## config.mk

```make
export PLATFORM = sky130hd
export DESIGN_NAME = ca_cache
export DESIGN_NICKNAME = d
export VERILOG_FILES = /design/src/rtl/ca_pkg.sv /design/src/rtl/ca_match.sv /design/src/rtl/ca_store.sv /design/src/rtl/ca_ctrl.sv /design/src/rtl/ca_cache.sv
export SDC_FILE = /design/constraint.sdc
export NUM_CORES = 1
export LEC_CHECK = 0
export ABC_AREA = 1
export CAP_MARGIN = 20
export CELL_PAD_IN_SITES_DETAIL_PLACEMENT = 1
export CELL_PAD_IN_SITES_GLOBAL_PLACEMENT = 2
export CORE_UTILIZATION = 25
export DETAILED_ROUTE_END_ITERATION = 8
export DONT_BUFFER_PORTS = 1
export GPL_TIMING_DRIVEN = 0
export PLACE_DENSITY_LB_ADDON = 0.1
export SLEW_MARGIN = 10
export SYNTH_ARGS = -nofsm -noshare
export SYNTH_HDL_FRONTEND = slang
export SYNTH_SLANG_ARGS = --single-unit
```

## constraint.sdc

```tcl
create_clock -name clk -period 7.4 [get_ports clk]
set_clock_uncertainty 0.05 [all_clocks]
set_input_delay 1.48 -clock clk [delete_from_list [all_inputs] [get_ports clk]]
set_output_delay 1.48 -clock clk [all_outputs]
set_load 0.005 [all_outputs]
```

## src/rtl/ca_pkg.sv

```systemverilog
package ca_pkg;

  typedef enum logic [1:0] {
    ST_IDLE   = 2'd0,
    ST_PROBE2 = 2'd1,
    ST_FILL   = 2'd2
  } ca_state_e;

endpackage

```

## src/rtl/ca_match.sv

```systemverilog
module ca_match #(
  parameter int TAG_W = 16
) (
  input  logic             line_valid,
  input  logic [TAG_W-1:0] line_tag,
  input  logic [TAG_W-1:0] look_addr,
  output logic             hit
);

  assign hit = line_valid && (line_tag == look_addr);

endmodule

```

## src/rtl/ca_store.sv

```systemverilog
module ca_store #(
  parameter int IDX_W  = 3,
  parameter int TAG_W  = 16,
  parameter int DATA_W = 32
) (
  input  logic              clk,
  input  logic              rst,
  input  logic [IDX_W-1:0]  idx_a,
  input  logic [IDX_W-1:0]  idx_b,
  output logic              a_valid,
  output logic              a_rehash,
  output logic [TAG_W-1:0]  a_tag,
  output logic [DATA_W-1:0] a_data,
  output logic              b_valid,
  output logic              b_rehash,
  output logic [TAG_W-1:0]  b_tag,
  output logic [DATA_W-1:0] b_data,
  input  logic              wa_en,
  input  logic              wa_valid,
  input  logic              wa_rehash,
  input  logic [TAG_W-1:0]  wa_tag,
  input  logic [DATA_W-1:0] wa_data,
  input  logic              wb_en,
  input  logic              wb_valid,
  input  logic              wb_rehash,
  input  logic [TAG_W-1:0]  wb_tag,
  input  logic [DATA_W-1:0] wb_data
);

  localparam int LINES = 1 << IDX_W;
  localparam logic [IDX_W-1:0] TOP_BIT = IDX_W'(1) << (IDX_W - 1);

  logic              valid_q  [LINES];
  logic              rehash_q [LINES];
  logic [TAG_W-1:0]  tag_q    [LINES];
  logic [DATA_W-1:0] data_q   [LINES];

  // per-line control flops carry the reset; payload arrays do not
  for (genvar i = 0; i < LINES; i++) begin : g_line
    always_ff @(posedge clk) begin
      if (rst) begin
        valid_q[i]  <= 1'b0;
        rehash_q[i] <= 1'b0;
      end else if (wa_en && (idx_a == IDX_W'(i))) begin
        valid_q[i]  <= wa_valid;
        rehash_q[i] <= wa_rehash;
      end else if (wb_en && (idx_b == IDX_W'(i))) begin
        valid_q[i]  <= wb_valid;
        rehash_q[i] <= wb_rehash;
      end
    end
  end

  always_ff @(posedge clk) begin
    if (wa_en) begin
      tag_q[idx_a]  <= wa_tag;
      data_q[idx_a] <= wa_data;
    end
    if (wb_en) begin
      tag_q[idx_b]  <= wb_tag;
      data_q[idx_b] <= wb_data;
    end
  end

  assign a_valid  = valid_q[idx_a];
  assign a_rehash = rehash_q[idx_a];
  assign a_tag    = tag_q[idx_a];
  assign a_data   = data_q[idx_a];
  assign b_valid  = valid_q[idx_b];
  assign b_rehash = rehash_q[idx_b];
  assign b_tag    = tag_q[idx_b];
  assign b_data   = data_q[idx_b];

  // the two ports always address a home/partner pair
  p_pair_index_r2: assert property (@(posedge clk) disable iff (rst)
    (wa_en || wb_en) |-> (idx_b == (idx_a ^ TOP_BIT)));

  // a line written into its home slot is valid and not displaced
  p_home_clean_r7: assert property (@(posedge clk) disable iff (rst)
    wa_en |=> (valid_q[$past(idx_a)] && !rehash_q[$past(idx_a)]));

endmodule

```

## src/rtl/ca_ctrl.sv

```systemverilog
module ca_ctrl
  import ca_pkg::*;
#(
  parameter int ADDR_W = 16,
  parameter int IDX_W  = 3,
  parameter int DATA_W = 32
) (
  input  logic              clk,
  input  logic              rst,
  input  logic              req_valid,
  input  logic [ADDR_W-1:0] req_addr,
  output logic              req_ready,
  output logic              rsp_valid,
  output logic              rsp_hit,
  output logic              rsp_second,
  output logic [DATA_W-1:0] rsp_data,
  output logic              mem_req_valid,
  output logic [ADDR_W-1:0] mem_req_addr,
  input  logic              mem_rsp_valid,
  input  logic [DATA_W-1:0] mem_rsp_data,
  output logic [IDX_W-1:0]  home_idx,
  output logic [IDX_W-1:0]  part_idx,
  output logic [ADDR_W-1:0] look_addr,
  input  logic              home_hit,
  input  logic              part_hit,
  input  logic              home_valid,
  input  logic              home_rehash,
  input  logic [ADDR_W-1:0] home_tag,
  input  logic [DATA_W-1:0] home_data,
  input  logic              part_valid,
  input  logic              part_rehash,
  input  logic [ADDR_W-1:0] part_tag,
  input  logic [DATA_W-1:0] part_data,
  output logic              wa_en,
  output logic              wa_valid,
  output logic              wa_rehash,
  output logic [ADDR_W-1:0] wa_tag,
  output logic [DATA_W-1:0] wa_data,
  output logic              wb_en,
  output logic              wb_valid,
  output logic              wb_rehash,
  output logic [ADDR_W-1:0] wb_tag,
  output logic [DATA_W-1:0] wb_data
);

  localparam logic [IDX_W-1:0] TOP_BIT = IDX_W'(1) << (IDX_W - 1);

  ca_state_e         state_q;
  logic [ADDR_W-1:0] lat_q;
  logic              skip_q;
  logic              accept;

  assign look_addr     = (state_q == ST_IDLE) ? req_addr : lat_q;
  assign home_idx      = look_addr[IDX_W-1:0];
  assign part_idx      = home_idx ^ TOP_BIT;
  assign req_ready     = (state_q == ST_IDLE);
  assign accept        = req_valid && req_ready;
  assign mem_req_valid = (state_q == ST_FILL);
  assign mem_req_addr  = lat_q;

  // store write commands: port a = home slot, port b = partner slot
  always_comb begin
    wa_en     = 1'b0;
    wa_valid  = 1'b1;
    wa_rehash = 1'b0;
    wa_tag    = lat_q;
    wa_data   = mem_rsp_data;
    wb_en     = 1'b0;
    wb_valid  = home_valid;
    wb_rehash = 1'b1;
    wb_tag    = home_tag;
    wb_data   = home_data;
    case (state_q)
      ST_PROBE2: begin
        if (part_hit) begin
          wa_en   = 1'b1;
          wa_tag  = part_tag;
          wa_data = part_data;
          wb_en   = 1'b1;
        end
      end
      ST_FILL: begin
        if (mem_rsp_valid) begin
          wa_en = 1'b1;
          wb_en = !skip_q && home_valid;
        end
      end
      default: ;
    endcase
  end

  always_ff @(posedge clk) begin
    if (rst) begin
      state_q    <= ST_IDLE;
      lat_q      <= '0;
      skip_q     <= 1'b0;
      rsp_valid  <= 1'b0;
      rsp_hit    <= 1'b0;
      rsp_second <= 1'b0;
      rsp_data   <= '0;
    end else begin
      rsp_valid <= 1'b0;
      case (state_q)
        ST_IDLE: begin
          if (accept) begin
            lat_q <= req_addr;
            if (home_hit) begin
              rsp_valid  <= 1'b1;
              rsp_hit    <= 1'b1;
              rsp_second <= 1'b0;
              rsp_data   <= home_data;
            end else if (home_valid && home_rehash) begin
              skip_q  <= 1'b1;
              state_q <= ST_FILL;
            end else begin
              skip_q  <= 1'b0;
              state_q <= ST_PROBE2;
            end
          end
        end
        ST_PROBE2: begin
          if (part_hit) begin
            rsp_valid  <= 1'b1;
            rsp_hit    <= 1'b1;
            rsp_second <= 1'b1;
            rsp_data   <= part_data;
            state_q    <= ST_IDLE;
          end else begin
            state_q <= ST_FILL;
          end
        end
        ST_FILL: begin
          if (mem_rsp_valid) begin
            rsp_valid  <= 1'b1;
            rsp_hit    <= 1'b0;
            rsp_second <= 1'b0;
            rsp_data   <= mem_rsp_data;
            state_q    <= ST_IDLE;
          end
        end
        default: state_q <= ST_IDLE;
      endcase
    end
  end

  // refill request held with a steady address until answered
  p_fill_hold_r10: assert property (@(posedge clk) disable iff (rst)
    (mem_req_valid && !mem_rsp_valid) |=> (mem_req_valid && $stable(mem_req_addr)));

  // nothing is captured while the request port is closed
  p_no_capture_busy_r8: assert property (@(posedge clk) disable iff (rst)
    !req_ready |=> $stable(lat_q));

  // a line found by the partner probe must be marked displaced
  p_partner_marked_r7: assert property (@(posedge clk) disable iff (rst)
    (state_q == ST_PROBE2 && part_hit) |-> (part_valid && part_rehash));

endmodule

```

## src/rtl/ca_cache.sv

```systemverilog
module ca_cache #(
  parameter int ADDR_W = 16,
  parameter int IDX_W  = 3,
  parameter int DATA_W = 32
) (
  input  logic              clk,
  input  logic              rst,
  input  logic              req_valid,
  input  logic [ADDR_W-1:0] req_addr,
  output logic              req_ready,
  output logic              rsp_valid,
  output logic              rsp_hit,
  output logic              rsp_second,
  output logic [DATA_W-1:0] rsp_data,
  output logic              mem_req_valid,
  output logic [ADDR_W-1:0] mem_req_addr,
  input  logic              mem_rsp_valid,
  input  logic [DATA_W-1:0] mem_rsp_data
);

  logic [IDX_W-1:0]  home_idx, part_idx;
  logic [ADDR_W-1:0] look_addr;
  logic              home_hit, part_hit;
  logic              home_valid, home_rehash, part_valid, part_rehash;
  logic [ADDR_W-1:0] home_tag, part_tag;
  logic [DATA_W-1:0] home_data, part_data;
  logic              wa_en, wa_valid, wa_rehash, wb_en, wb_valid, wb_rehash;
  logic [ADDR_W-1:0] wa_tag, wb_tag;
  logic [DATA_W-1:0] wa_data, wb_data;

  ca_store #(.IDX_W(IDX_W), .TAG_W(ADDR_W), .DATA_W(DATA_W)) u_store (
    .clk(clk), .rst(rst),
    .idx_a(home_idx), .idx_b(part_idx),
    .a_valid(home_valid), .a_rehash(home_rehash), .a_tag(home_tag), .a_data(home_data),
    .b_valid(part_valid), .b_rehash(part_rehash), .b_tag(part_tag), .b_data(part_data),
    .wa_en(wa_en), .wa_valid(wa_valid), .wa_rehash(wa_rehash), .wa_tag(wa_tag), .wa_data(wa_data),
    .wb_en(wb_en), .wb_valid(wb_valid), .wb_rehash(wb_rehash), .wb_tag(wb_tag), .wb_data(wb_data)
  );

  ca_match #(.TAG_W(ADDR_W)) u_match_home (
    .line_valid(home_valid), .line_tag(home_tag), .look_addr(look_addr), .hit(home_hit)
  );

  ca_match #(.TAG_W(ADDR_W)) u_match_part (
    .line_valid(part_valid), .line_tag(part_tag), .look_addr(look_addr), .hit(part_hit)
  );

  ca_ctrl #(.ADDR_W(ADDR_W), .IDX_W(IDX_W), .DATA_W(DATA_W)) u_ctrl (
    .clk(clk), .rst(rst),
    .req_valid(req_valid), .req_addr(req_addr), .req_ready(req_ready),
    .rsp_valid(rsp_valid), .rsp_hit(rsp_hit), .rsp_second(rsp_second), .rsp_data(rsp_data),
    .mem_req_valid(mem_req_valid), .mem_req_addr(mem_req_addr),
    .mem_rsp_valid(mem_rsp_valid), .mem_rsp_data(mem_rsp_data),
    .home_idx(home_idx), .part_idx(part_idx), .look_addr(look_addr),
    .home_hit(home_hit), .part_hit(part_hit),
    .home_valid(home_valid), .home_rehash(home_rehash), .home_tag(home_tag), .home_data(home_data),
    .part_valid(part_valid), .part_rehash(part_rehash), .part_tag(part_tag), .part_data(part_data),
    .wa_en(wa_en), .wa_valid(wa_valid), .wa_rehash(wa_rehash), .wa_tag(wa_tag), .wa_data(wa_data),
    .wb_en(wb_en), .wb_valid(wb_valid), .wb_rehash(wb_rehash), .wb_tag(wb_tag), .wb_data(wb_data)
  );

  // a home hit answers in the cycle after acceptance
  p_fast_hit_r3: assert property (@(posedge clk) disable iff (rst)
    (rsp_valid && rsp_hit && !rsp_second) |-> $past(req_valid && req_ready));

  // a partner hit never answers in the cycle after acceptance
  p_partner_slow_r4: assert property (@(posedge clk) disable iff (rst)
    (rsp_valid && rsp_second) |-> !$past(req_ready));

  // a refill response follows the memory answer
  p_fill_after_mem_r5: assert property (@(posedge clk) disable iff (rst)
    (rsp_valid && !rsp_hit) |-> $past(mem_rsp_valid));

endmodule

```

==> reports/results.txt <==
Commonest cells post-synth: nand2_1, edfxtp_1, o21ai_1, nand3_1, inv_1
clk sinks: 454
minimum clock period: 6.76 ns
first-pass GRT wire length: 190 mm
Tot Pwr: 11.5 mW
Clock Tree Root: clkbuf_16
PostCTS Resize Cnt: 0
Worst slew margin: 17.4%
CP startpoint kind: flop
post-synthesis sequential area ratio: 51.9%
GP Congestion: 0.834
drt pass-1 iters: 5
Post-synth EDFFs: 400
largest family of logic cells by synthesized area: simple AND/OR/NAND/NOR gates
number of global-route vias before repair: 24442
Worst Tran Pin Value: 1.24 ns
post-CTS setup buffer count: 0
MaxCap Viol Count: 0
clock network power share: 26.0%
Die Ht: 320 µm
RSZ-0062 raised after global routing: false
VDD IR max: 0.190 mV
dpl hpwl: 94.9 mm
CP Capture Type: flop
P per Cell Area: 391 mW/mm²
pin count of the biggest net entering global routing: 37
Area contributors post-synth: edfxtp_1, nand2_1, o21ai_1, nand3_1, dfxtp_1
Leak: 12.3 nW
Worst-path clk slew: 0.06 ns
Net Sw Frac: 48.5%
fmax: 148 MHz
IO Pins: 105
Most used DFF post-synth: edfxtp_1
Crit Path Class: flop to flop
simple-gate area share of the yosys netlist: 27.1%
worst path required time: 7.67 ns
Setup-failing EPs final: 0
fraction of the mapped netlist area in compound gates: 12.6%
total net switching power: 5.55 mW
layout net count: 3310
clk buf depth: 3
ANT nets after route: 0
Slew Limit Fails: 0
internal power: 5.91 mW
Logic pwr share: 46.5%
Post-Synth Adder-Cell Area: 0.199%
Num CTS Buffers: 60
gr usage total: 26.5%
average size of a mapped cell: 7.95 µm²
Fin. Hold Viols: 0
TritonCTS clock tree: done
area delta synth->final: 16.1%
Core Area: 0.100 mm²
#FFs+latches synth: 454
Syn Inst Count: 3171
Skew-Pair Late Insertion Delay: 0.68 ns
PortBufs: 0
crit path DAT: 7.03 ns
initial antenna violation count: 4
CP max FO: 32
Vias: 23932
DRT Wirelength: 137 mm
syn nets: 3227
cell taking the most area after synthesis: edfxtp_1
Starting Density: 25.2%
fraction of synthesized area in multiplexers: 0.397%
synth warn: 0
worst-case hold slack: 0.441 ns
H-tree depth: 2
num rows: 116
async set-reset flop share out of synthesis: 0%
die area: 0.102 mm²
Via density: 5.20
Tcrit/Tclk final: 91.3%
status: finished, final reports clean
synth unique cells: 29
DR iter-0 viols: 1666
worst setup margin: 0.641 ns
XOR/XNOR Fraction of Synth Area: 0.209%
wire per inst: 29.7 µm
grt ovf: 0
count leader, synth: nand2_1
hold crit path type: flop to flop
top-area cell type share of the netlist area: 47.7%
Place WS: 0.216 ns
Post-Syn Area: 0.0252 mm²
CTS Hold Buffers Added: 0
DRC: 0
layout cells sized above 1: 7.39%
Die Wd: 320 µm
Flop pwr share: 27.5%
==> kinds of logic (layout without fill, tap and decap cells) <==
logic type,after synthesis,after routing
and+or+nand+nor,1670,1670
adders and majority gates,4,4
AOI/OAI and AO/OA,568,568
muxes,10,10
xor gates and xnor gates,6,6
other,0,5
buffers and inverters,459,590
DFF,454,454
==> layout by cell type, fill, tap and decap left out, drive strengths merged <==
cell and instances:
a211oi 16, nand3 276, xor2 6, mux2i 10
o22ai 4, ha 4, nand2 1176, clkinvlp 1
nand4 66, bufinv 3, nor2 145, clkinv 23
buf 118, edfxtp 400, o21a 2, inv 243
a21oi 44, dfxtp 54, o21ai 421, a22oi 80
nand3b 7, o21bai 1, diode 5, clkbuf 202
==> per-layer routing <==
| metal | track usage (%) | vias to the layer above | share of wire [%] |
|---|---|---|---|
| li1 | - | 10868 | - |
| met2 | 47.5 | 773 | 50 |
| met5 | 0 | - | 0.020 |
| met4 | 9.89 | 4 | 3.7 |
| met1 | 32.4 | 12051 | 41 |
| met3 | 3.00 | 236 | 4.7 |
==> power groups by stage <==
stage / clock network, mW / registers [mW] / logic, mW
2_1_floorplan: 0 / 3.16 / 2.85
3_3_place_gp: 0 / 3.21 / 5.19
3_5_place_dp: 0 / 3.21 / 5.32
4_1_cts: 3.04 / 3.15 / 5.35
5_1_grt: 3.10 / 3.17 / 5.73
6_report: 2.98 / 3.15 / 5.33
==> per-stage QoR <==
| stage | instances | setup TNS, ns | area [µm²] | utilization (%) |
|---|---|---|---|---|
| 3_5_place_dp | 4490 | 0 | 27300 | 27.3 |
| 2_1_floorplan | 3171 | 0 | 25200 | - |
| 5_1_grt | 4604 | 0 | 29300 | 29.3 |
| 3_3_place_gp | 4469 | -637.28 | 26800 | 26.8 |
| 4_1_cts | 4600 | 0 | 29300 | 29.3 |
| 6_report | 4605 | 0 | 29300 | 29.3 |
==> sequential cells by signal, summed over array words and instances, names as in the netlist <==
name / cells
u_store.data_q: 256
u_store.tag_q: 128
u_ctrl.skip_q: 1
u_store.rehash_q: 8
u_ctrl.rsp_second: 1
u_ctrl.rsp_data: 32
u_ctrl.state_q: 2
u_ctrl.rsp_valid: 1
u_store.valid_q: 8
u_ctrl.rsp_hit: 1
u_ctrl.mem_req_addr: 16
==> path summary, 6_finish.rpt <==
check	from	endpoint	slack, ns	cells past startpoint
max	u_ctrl.state_q[0]	u_store.data_q[0][25]	0.64	20
min	u_ctrl.skip_q	u_ctrl.skip_q	0.44	2
max reg2reg	u_ctrl.state_q[0]	u_store.data_q[0][25]	0.64	20
min reg2reg	u_ctrl.skip_q	u_ctrl.skip_q	0.44	2
==> worst max-delay path: stages, from the launching register on <==
cell,delay [ns]
dfxtp_1,0.39
inv_1,0.08
ha_1,0.32
buf_4,0.23
o21ai_1,0.59
clkbuf_1,0.76
nand2_1,0.33
nand3_1,0.20
nand2_1,0.09
nand2_1,0.07
nand2_1,0.05
nor2_1,0.11
nand2_1,0.12
nor2_1,0.35
nand3_2,0.46
a21oi_1,0.26
buf_4,0.23
nand2_2,0.26
clkbuf_1,0.53
nand2_4,0.51
buf_16,0.35
==> final cells by class <==
type                       instances  area [µm²]
antenna                            5        12.5
buffer                           217         993
clock buffer                      82        1730
clock inverter                    28         236
fill                           11925       70700
inverter                         242         908
multi-input combinational       2258       10300
sequential                       454       13100
tap                             1298        1620
timing repair buffer              21         393
Note: power is estimated with default switching activity, not from simulation.
